## src/rtl/lc_pkg.sv

```systemverilog
package lc_pkg;
  typedef enum logic [1:0] {
    LC_NRZ  = 2'b00,
    LC_NRZI = 2'b01,
    LC_MAN  = 2'b10
  } lc_mode_e;
endpackage

```

## src/rtl/lc_tx_enc.sv

```systemverilog
module lc_tx_enc
  import lc_pkg::*;
(
  input  logic       clk_i,
  input  logic       rst_ni,
  input  logic [1:0] mode_i,
  input  logic       inv_i,
  input  logic       half_i,
  input  logic       bit_i,
  output logic       txc_o,
  output logic       line_o
);
  logic txc_q, line_q, line_d, launch;

  // launch edge: 0->1 when not inverted, 1->0 when inverted
  assign launch = half_i && (txc_q == inv_i);

  always_comb begin
    line_d = line_q;
    if (launch) begin
      case (mode_i)
        LC_NRZI: line_d = bit_i ? line_q : ~line_q;
        default: line_d = bit_i;
      endcase
    end else if (half_i && mode_i == LC_MAN) begin
      line_d = ~line_q;
    end
  end

  always_ff @(posedge clk_i or negedge rst_ni) begin
    if (!rst_ni) begin
      txc_q  <= 1'b0;
      line_q <= 1'b0;
    end else if (half_i) begin
      txc_q  <= ~txc_q;
      line_q <= line_d;
    end
  end

  assign txc_o  = txc_q;
  assign line_o = line_q;
endmodule

```

## src/rtl/lc_rx_dpll.sv

```systemverilog
module lc_rx_dpll
  import lc_pkg::*;
#(
  parameter int PH_W     = 4,
  parameter int SYNC_N   = 2,
  parameter int LOCK_N   = 4,
  parameter int MISS_N   = 2,
  parameter int TOL      = 1,
  parameter int LOCK_TOL = 2,
  parameter int WIN      = 3
) (
  input  logic            clk_i,
  input  logic            rst_ni,
  input  logic [1:0]      mode_i,
  input  logic            os_i,
  input  logic            line_i,
  output logic            lvl_o,
  output logic [PH_W-1:0] phase_o,
  output logic            lock_o
);
  localparam int STK_W = $clog2(LOCK_N + 1);
  localparam int MIS_W = $clog2(MISS_N + 1);
  localparam logic [PH_W-1:0] PH_MAX = {PH_W{1'b1}};
  localparam logic [PH_W-1:0] HALF   = PH_W'(2 ** (PH_W - 1));
  localparam logic [PH_W-1:0] TOL_V  = PH_W'(TOL);
  localparam logic [PH_W-1:0] LTOL_V = PH_W'(LOCK_TOL);
  localparam logic [PH_W-1:0] WIN_V  = PH_W'(WIN);
  localparam logic [STK_W-1:0] STK_LAST = STK_W'(LOCK_N - 1);
  localparam logic [MIS_W-1:0] MIS_LAST = MIS_W'(MISS_N - 1);

  logic [SYNC_N-1:0] sync_q;
  logic              lvl, lvl_q;
  logic [PH_W-1:0]   ph_q, ph_d, target, err, mag;
  logic              lock_q, lock_d, seen_q, seen_d;
  logic [STK_W-1:0]  stk_q, stk_d;
  logic [MIS_W-1:0]  mis_q, mis_d;
  logic              is_man, edge_w, in_win, near, late, jump, nudge, cell_end;

  assign lvl      = sync_q[SYNC_N-1];
  assign is_man   = (mode_i == LC_MAN);
  assign target   = is_man ? HALF : '0;
  assign err      = ph_q - target;
  assign mag      = err[PH_W-1] ? (~err + 1'b1) : err;
  assign late     = !err[PH_W-1];
  assign edge_w   = os_i && (lvl != lvl_q);
  assign in_win   = !is_man || (mag <= WIN_V);
  assign near     = (mag <= LTOL_V);
  assign jump     = edge_w && !lock_q && !near;
  assign nudge    = edge_w && !jump && in_win && (mag > TOL_V);
  assign cell_end = os_i && (ph_q == PH_MAX);

  always_comb begin
    ph_d   = ph_q;
    lock_d = lock_q;
    seen_d = seen_q;
    stk_d  = stk_q;
    mis_d  = mis_q;
    if (os_i) begin
      ph_d = ph_q + 1'b1;
      if (jump)       ph_d = target + 1'b1;
      else if (nudge) ph_d = late ? ph_q : ph_q + PH_W'(2);
      if (cell_end) begin
        seen_d = 1'b0;
        if (is_man && lock_q) begin
          if (seen_q) mis_d = '0;
          else if (mis_q == MIS_LAST) begin
            lock_d = 1'b0;
            mis_d  = '0;
            stk_d  = '0;
          end else mis_d = mis_q + 1'b1;
        end
      end
      if (edge_w && (in_win || jump)) seen_d = 1'b1;
      if (jump) stk_d = '0;
      else if (edge_w && near && !lock_q) begin
        if (stk_q == STK_LAST) begin
          lock_d = 1'b1;
          stk_d  = '0;
          mis_d  = '0;
        end else stk_d = stk_q + 1'b1;
      end
    end
  end

  always_ff @(posedge clk_i or negedge rst_ni) begin
    if (!rst_ni) begin
      sync_q <= '0;
      lvl_q  <= 1'b0;
      ph_q   <= '0;
      lock_q <= 1'b0;
      seen_q <= 1'b0;
      stk_q  <= '0;
      mis_q  <= '0;
    end else begin
      sync_q <= {sync_q[SYNC_N-2:0], line_i};
      if (os_i) lvl_q <= lvl;
      ph_q   <= ph_d;
      lock_q <= lock_d;
      seen_q <= seen_d;
      stk_q  <= stk_d;
      mis_q  <= mis_d;
    end
  end

  assign lvl_o   = lvl;
  assign phase_o = ph_q;
  assign lock_o  = lock_q;
endmodule

```

## src/rtl/lc_rx_dec.sv

```systemverilog
module lc_rx_dec
  import lc_pkg::*;
#(
  parameter int PH_W = 4
) (
  input  logic            clk_i,
  input  logic            rst_ni,
  input  logic [1:0]      mode_i,
  input  logic            os_i,
  input  logic            lvl_i,
  input  logic [PH_W-1:0] phase_i,
  output logic            bit_o,
  output logic            valid_o
);
  localparam logic [PH_W-1:0] SP_MID = PH_W'(2 ** (PH_W - 1));
  localparam logic [PH_W-1:0] SP_Q3  = PH_W'(3 * 2 ** (PH_W - 2));

  logic [PH_W-1:0] sp;
  logic take, bit_d, bit_q, valid_q, prev_q;

  assign sp   = (mode_i == LC_MAN) ? SP_Q3 : SP_MID;
  assign take = os_i && (phase_i == sp);

  always_comb begin
    case (mode_i)
      LC_MAN:  bit_d = ~lvl_i;
      LC_NRZI: bit_d = ~(lvl_i ^ prev_q);
      default: bit_d = lvl_i;
    endcase
  end

  always_ff @(posedge clk_i or negedge rst_ni) begin
    if (!rst_ni) begin
      valid_q <= 1'b0;
      bit_q   <= 1'b0;
      prev_q  <= 1'b0;
    end else begin
      valid_q <= take;
      if (take) begin
        bit_q  <= bit_d;
        prev_q <= lvl_i;
      end
    end
  end

  assign bit_o   = bit_q;
  assign valid_o = valid_q;
endmodule

```

## src/rtl/line_codec.sv

```systemverilog
module line_codec
  import lc_pkg::*;
#(
  parameter int PH_W     = 4,
  parameter int SYNC_N   = 2,
  parameter int LOCK_N   = 4,
  parameter int MISS_N   = 2,
  parameter int TOL      = 1,
  parameter int LOCK_TOL = 2,
  parameter int WIN      = 3
) (
  input  logic       clk_i,
  input  logic       rst_ni,
  input  logic [1:0] mode_i,
  input  logic       tx_inv_i,
  input  logic       tx_half_i,
  input  logic       tx_bit_i,
  output logic       tx_clk_o,
  output logic       tx_line_o,
  input  logic       rx_os_i,
  input  logic       rx_line_i,
  output logic       rx_bit_o,
  output logic       rx_valid_o,
  output logic       rx_async_o
);
  logic            lvl, lock;
  logic [PH_W-1:0] phase;

  lc_tx_enc u_tx (
    .clk_i  (clk_i),
    .rst_ni (rst_ni),
    .mode_i (mode_i),
    .inv_i  (tx_inv_i),
    .half_i (tx_half_i),
    .bit_i  (tx_bit_i),
    .txc_o  (tx_clk_o),
    .line_o (tx_line_o)
  );

  lc_rx_dpll #(
    .PH_W(PH_W), .SYNC_N(SYNC_N), .LOCK_N(LOCK_N), .MISS_N(MISS_N),
    .TOL(TOL), .LOCK_TOL(LOCK_TOL), .WIN(WIN)
  ) u_dpll (
    .clk_i   (clk_i),
    .rst_ni  (rst_ni),
    .mode_i  (mode_i),
    .os_i    (rx_os_i),
    .line_i  (rx_line_i),
    .lvl_o   (lvl),
    .phase_o (phase),
    .lock_o  (lock)
  );

  lc_rx_dec #(.PH_W(PH_W)) u_dec (
    .clk_i   (clk_i),
    .rst_ni  (rst_ni),
    .mode_i  (mode_i),
    .os_i    (rx_os_i),
    .lvl_i   (lvl),
    .phase_i (phase),
    .bit_o   (rx_bit_o),
    .valid_o (rx_valid_o)
  );

  assign rx_async_o = ~lock;
endmodule

```

## config.mk

```make
export PLATFORM = sky130hd
export DESIGN_NAME = line_codec
export DESIGN_NICKNAME = d
export VERILOG_FILES = /design/src/rtl/lc_pkg.sv /design/src/rtl/lc_tx_enc.sv /design/src/rtl/lc_rx_dpll.sv /design/src/rtl/lc_rx_dec.sv /design/src/rtl/line_codec.sv
export SDC_FILE = /design/constraint.sdc
export NUM_CORES = 1
export LEC_CHECK = 0
export BUFFER_PORTS_ARGS = -buffer_cell sky130_fd_sc_hd__buf_2
export CAP_MARGIN = 20
export CORE_ASPECT_RATIO = 1.5
export CORE_MARGIN = 4
export CORE_UTILIZATION = 52
export CTS_CLUSTER_DIAMETER = 60
export DETAILED_ROUTE_END_ITERATION = 8
export PLACE_DENSITY = 0.74
export SLEW_MARGIN = 20
export SYNTH_ARGS = -nofsm -noshare
export SYNTH_HDL_FRONTEND = slang
export SYNTH_SLANG_ARGS = --single-unit
```

## constraint.sdc

```tcl
create_clock -name clk_i -period 2 [get_ports clk_i]
set_input_delay 0.2 -clock clk_i [delete_from_list [all_inputs] [get_ports clk_i]]
set_output_delay 0.2 -clock clk_i [all_outputs]
set_load 0.01 [all_outputs]
```

==> qor.yml <==
outcome:
  outcome: "complete, but fails checks"
  violations: "setup timing"
yosys:
  ys_seq_area_share_pct: 36.7
  ys_warn_count: 0
  ys_types: 46
  async_flop_share_pct: 100
  ys.flop_type: "dfrtp_1"
  syn_area_per_cell_sq_um: 9.89
  synth_edf_count: 0
  ys_ff_latch: 19
  syn-num-nets: 149
  syn_inst: 131
  syn_area_sq_mm: 0.00130
clock_network:
  clkTransAtPathRegs_ns: 0.12
  clockRootBuffer: "clkbuf_4"
  cts_max_path_buffers: 2
  cts_buffers: 3
  cts_tree: "yes"
  clock-sinks: 19
  clock_latency_ns: 0.31
  htreeDepth: 1
sta:
  tightest_slew_ns: 0.440
  min_period_ns: 2.12
  fmax_mhz: 472
  finalClockSkew_ns: 0.0105
  drv_slew: 0
  setup_slack_ns: -0.117
  period_share_pct: 106
  rsz0062_at_grt: "yes"
  holdWs_ns: 0.0967
  hold_viol: 0
  finalSetupTns_ns: -0.367
  maxSlewHeadroom_pct: 70.7
  setup_viol: 5
worst_setup_path:
  r2r_setup_slack_ns: -0.12
  cp-end-kind: "register"
  path_class: "register to register"
  critPathLaunchType: "register"
  r2r-end: "u_dpll.phase_o[1]"
  worst_ep_arrival_time_ns: 2.34
  crit_required_ns: 2.22
  cp_max_fo: 6
  rr_startpoint: "u_dpll.phase_o[3]"
  rr_worst_depth: 7
floorplan:
  coreArea_sq_mm: 0.00231
  start_util_pct: 56.1
  die_area_sq_mm: 0.00337
  die_w_um: 48.8
  rows: 21
  io_pins: 14
  fp.dieH_um: 69.2
power_and_ir_drop:
  seq_power_share_pct: 25.0
  internal-power_mw: 1.38
  power_mw: 2.32
  switching_power_uw: 946
  p_per_area_mw_per_mm2: 1350
  p_comb_share_pct: 66.2
  swShare_pct: 40.7
  ir_worst_vdd_v: 0.000778
  pwr-share-clk_pct: 8.8
  p_leak_nw: 0.821
placed_design:
  routabilityCongestion: 0.943
  port_buffers: 13
  placed_cells: 187
  dp_hpwl_um: 2070
  pre_cts_ws_ns: -0.257
  placed_cell_area_sq_mm: 0.00156
finish:
  final-seq-area_sq_um: 478
  antenna_cells: 0
  n_fill_cell: 151
  finalNonFillerCells: 198
  finish.instance_area_sq_mm: 0.00172
  drive_above_1_share_pct: 45.7
  layout_commonest_cell: "buf_4"
  fin_util_pct: 74.5
  nNetsFinal: 194
  multi_input_area_sq_um: 842
  final_cell_mix: "buf_4, dfrtp_1, buf_2"
  area.growth.synth_to_final_pct: 32.9
drt:
  drtPass1Iterations: 4
  antenna_left: 0
  drc: 0
  vias_per_cell: 5.78
  wl_per_cell_um: 14.6
  totalWireLength_um: 2900
  drt_iter0_drc: 36
  num_vias: 1144
global_routing:
  grt_antenna_before_repair: 0
  grt_max_degree: 20
  grt_use_total_pct: 17.6
  grt_pass1_wl_um: 4820
  gr-total-overflow: 0
  grt_pass1_vias: 1080
hold_path:
  hp-class: "primary input to register"
  whs_endpoint: "u_tx.line_o"
  hold_start: "tx_half_i"
  hold_depth: 2
run:
  drv_cap: 0
==> registers in the layout, summed over array words and instances (netlist names) <==
register        count
u_dpll.sync_q       2
u_tx.line_o         1
u_dpll.lock_o       1
u_dpll.lvl_q        1
u_dpll.phase_o      4
u_dpll.mis_q        2
u_dec.prev_q        1
u_tx.txc_o          1
u_dec.valid_o       1
u_dec.bit_o         1
u_dpll.stk_q        3
u_dpll.seen_q       1
==> how the worst max path moves through the flow <==
stage / start / end / slack [ns] / cells past startpoint
floorplan: u_dpll.phase_o[0] / u_dpll.phase_o[1] / -0.07 / 9
global placement: mode_i[0] / u_dpll.phase_o[1] / -0.18 / 10
detailed placement: mode_i[0] / u_dpll.phase_o[1] / -0.26 / 10
CTS: u_dpll.phase_o[1] / u_dpll.phase_o[1] / -0.07 / 8
global route: u_dpll.phase_o[3] / u_dpll.phase_o[1] / -0.21 / 7
finish: u_dpll.phase_o[3] / u_dpll.phase_o[1] / -0.12 / 7
==> critical path: stages (launching register included) <==
cell      delay (ns)
dfrtp_2         0.48
xnor2_4         0.20
buf_4           0.16
mux2i_1         0.30
a211oi_2        0.15
a21oi_4         0.23
mux2_4          0.32
a22o_1          0.17
==> area by class of cell <==
| cell class | instances | area share (%) |
|---|---|---|
| multi-input cells | 99 | 48.9 |
| clock inverters | 1 | 0.290 |
| inverters | 8 | 1.89 |
| repair buffers | 45 | 18.2 |
| clock buffers | 3 | 1.31 |
| flip-flops and latches | 19 | 27.7 |
| well taps | 23 | 1.67 |
==> power groups by stage <==
stage / registers (mW) / logic, mW / clock network (mW)
after floorplan: 0.594 / 0.836 / 0
after global placement: 0.573 / 1.22 / 0
after detailed placement: 0.579 / 1.24 / 0
after CTS: 0.572 / 1.33 / 0.208
after global routing: 0.596 / 1.66 / 0.225
final: 0.581 / 1.54 / 0.205
==> synth_stat cells, types with 2 or more instances <==
| cell | number | share of area, % |
|---|---|---|
| dfrtp_1 | 19 | 37 |
| nor2_1 | 13 | 3.8 |
| nand2_1 | 10 | 2.9 |
| ha_1 | 9 | 8.7 |
| inv_1 | 8 | 2.3 |
| a21oi_1 | 7 | 2.7 |
| o21ai_0 | 6 | 2.3 |
| xor2_1 | 5 | 3.4 |
| nor2b_1 | 4 | 1.9 |
| and2_1 | 3 | 1.4 |
| mux2i_1 | 3 | 2.3 |
| nor4_1 | 3 | 1.4 |
| a21o_1 | 2 | 1.2 |
| a21o_2 | 2 | 1.4 |
| a22o_1 | 2 | 1.4 |
| buf_6 | 2 | 1.7 |
| nand3_1 | 2 | 0.77 |
| nand4_1 | 2 | 0.97 |
| nor3b_1 | 2 | 1.2 |
==> metal layers <==
layer	vias up	global-route usage (%)	part of all wire (%)	routed length [um]
met5	-	0	0	0
met2	20	30.4	52	1520
met1	561	21.2	41	1180
met4	0	7.19	3.1	91
met3	9	2.59	3.6	104
li1	554	-	-	-
==> cells by family after synthesis <==
group | after synthesis | share of synthesized area [%]
buffers and inverters | 13 | 5.31
DFF | 19 | 36.7
AOI/OAI and AO/OA | 34 | 21.8
muxes | 5 | 4.34
and+or+nand+nor | 45 | 17.7
adders and majority gates | 9 | 8.69
xor gates and xnor gates | 6 | 5.50
==> what timing repair did <==
item,4_1_cts,5_1_grt
buffers inserted,1,4
pin swaps,2,6
endpoints found under the hold margin,20,0
endpoints found under the setup margin,5,9
cloned,0,0
resized for setup,6,17
hold buffers,2,0
(Power assumes the default switching activity.)
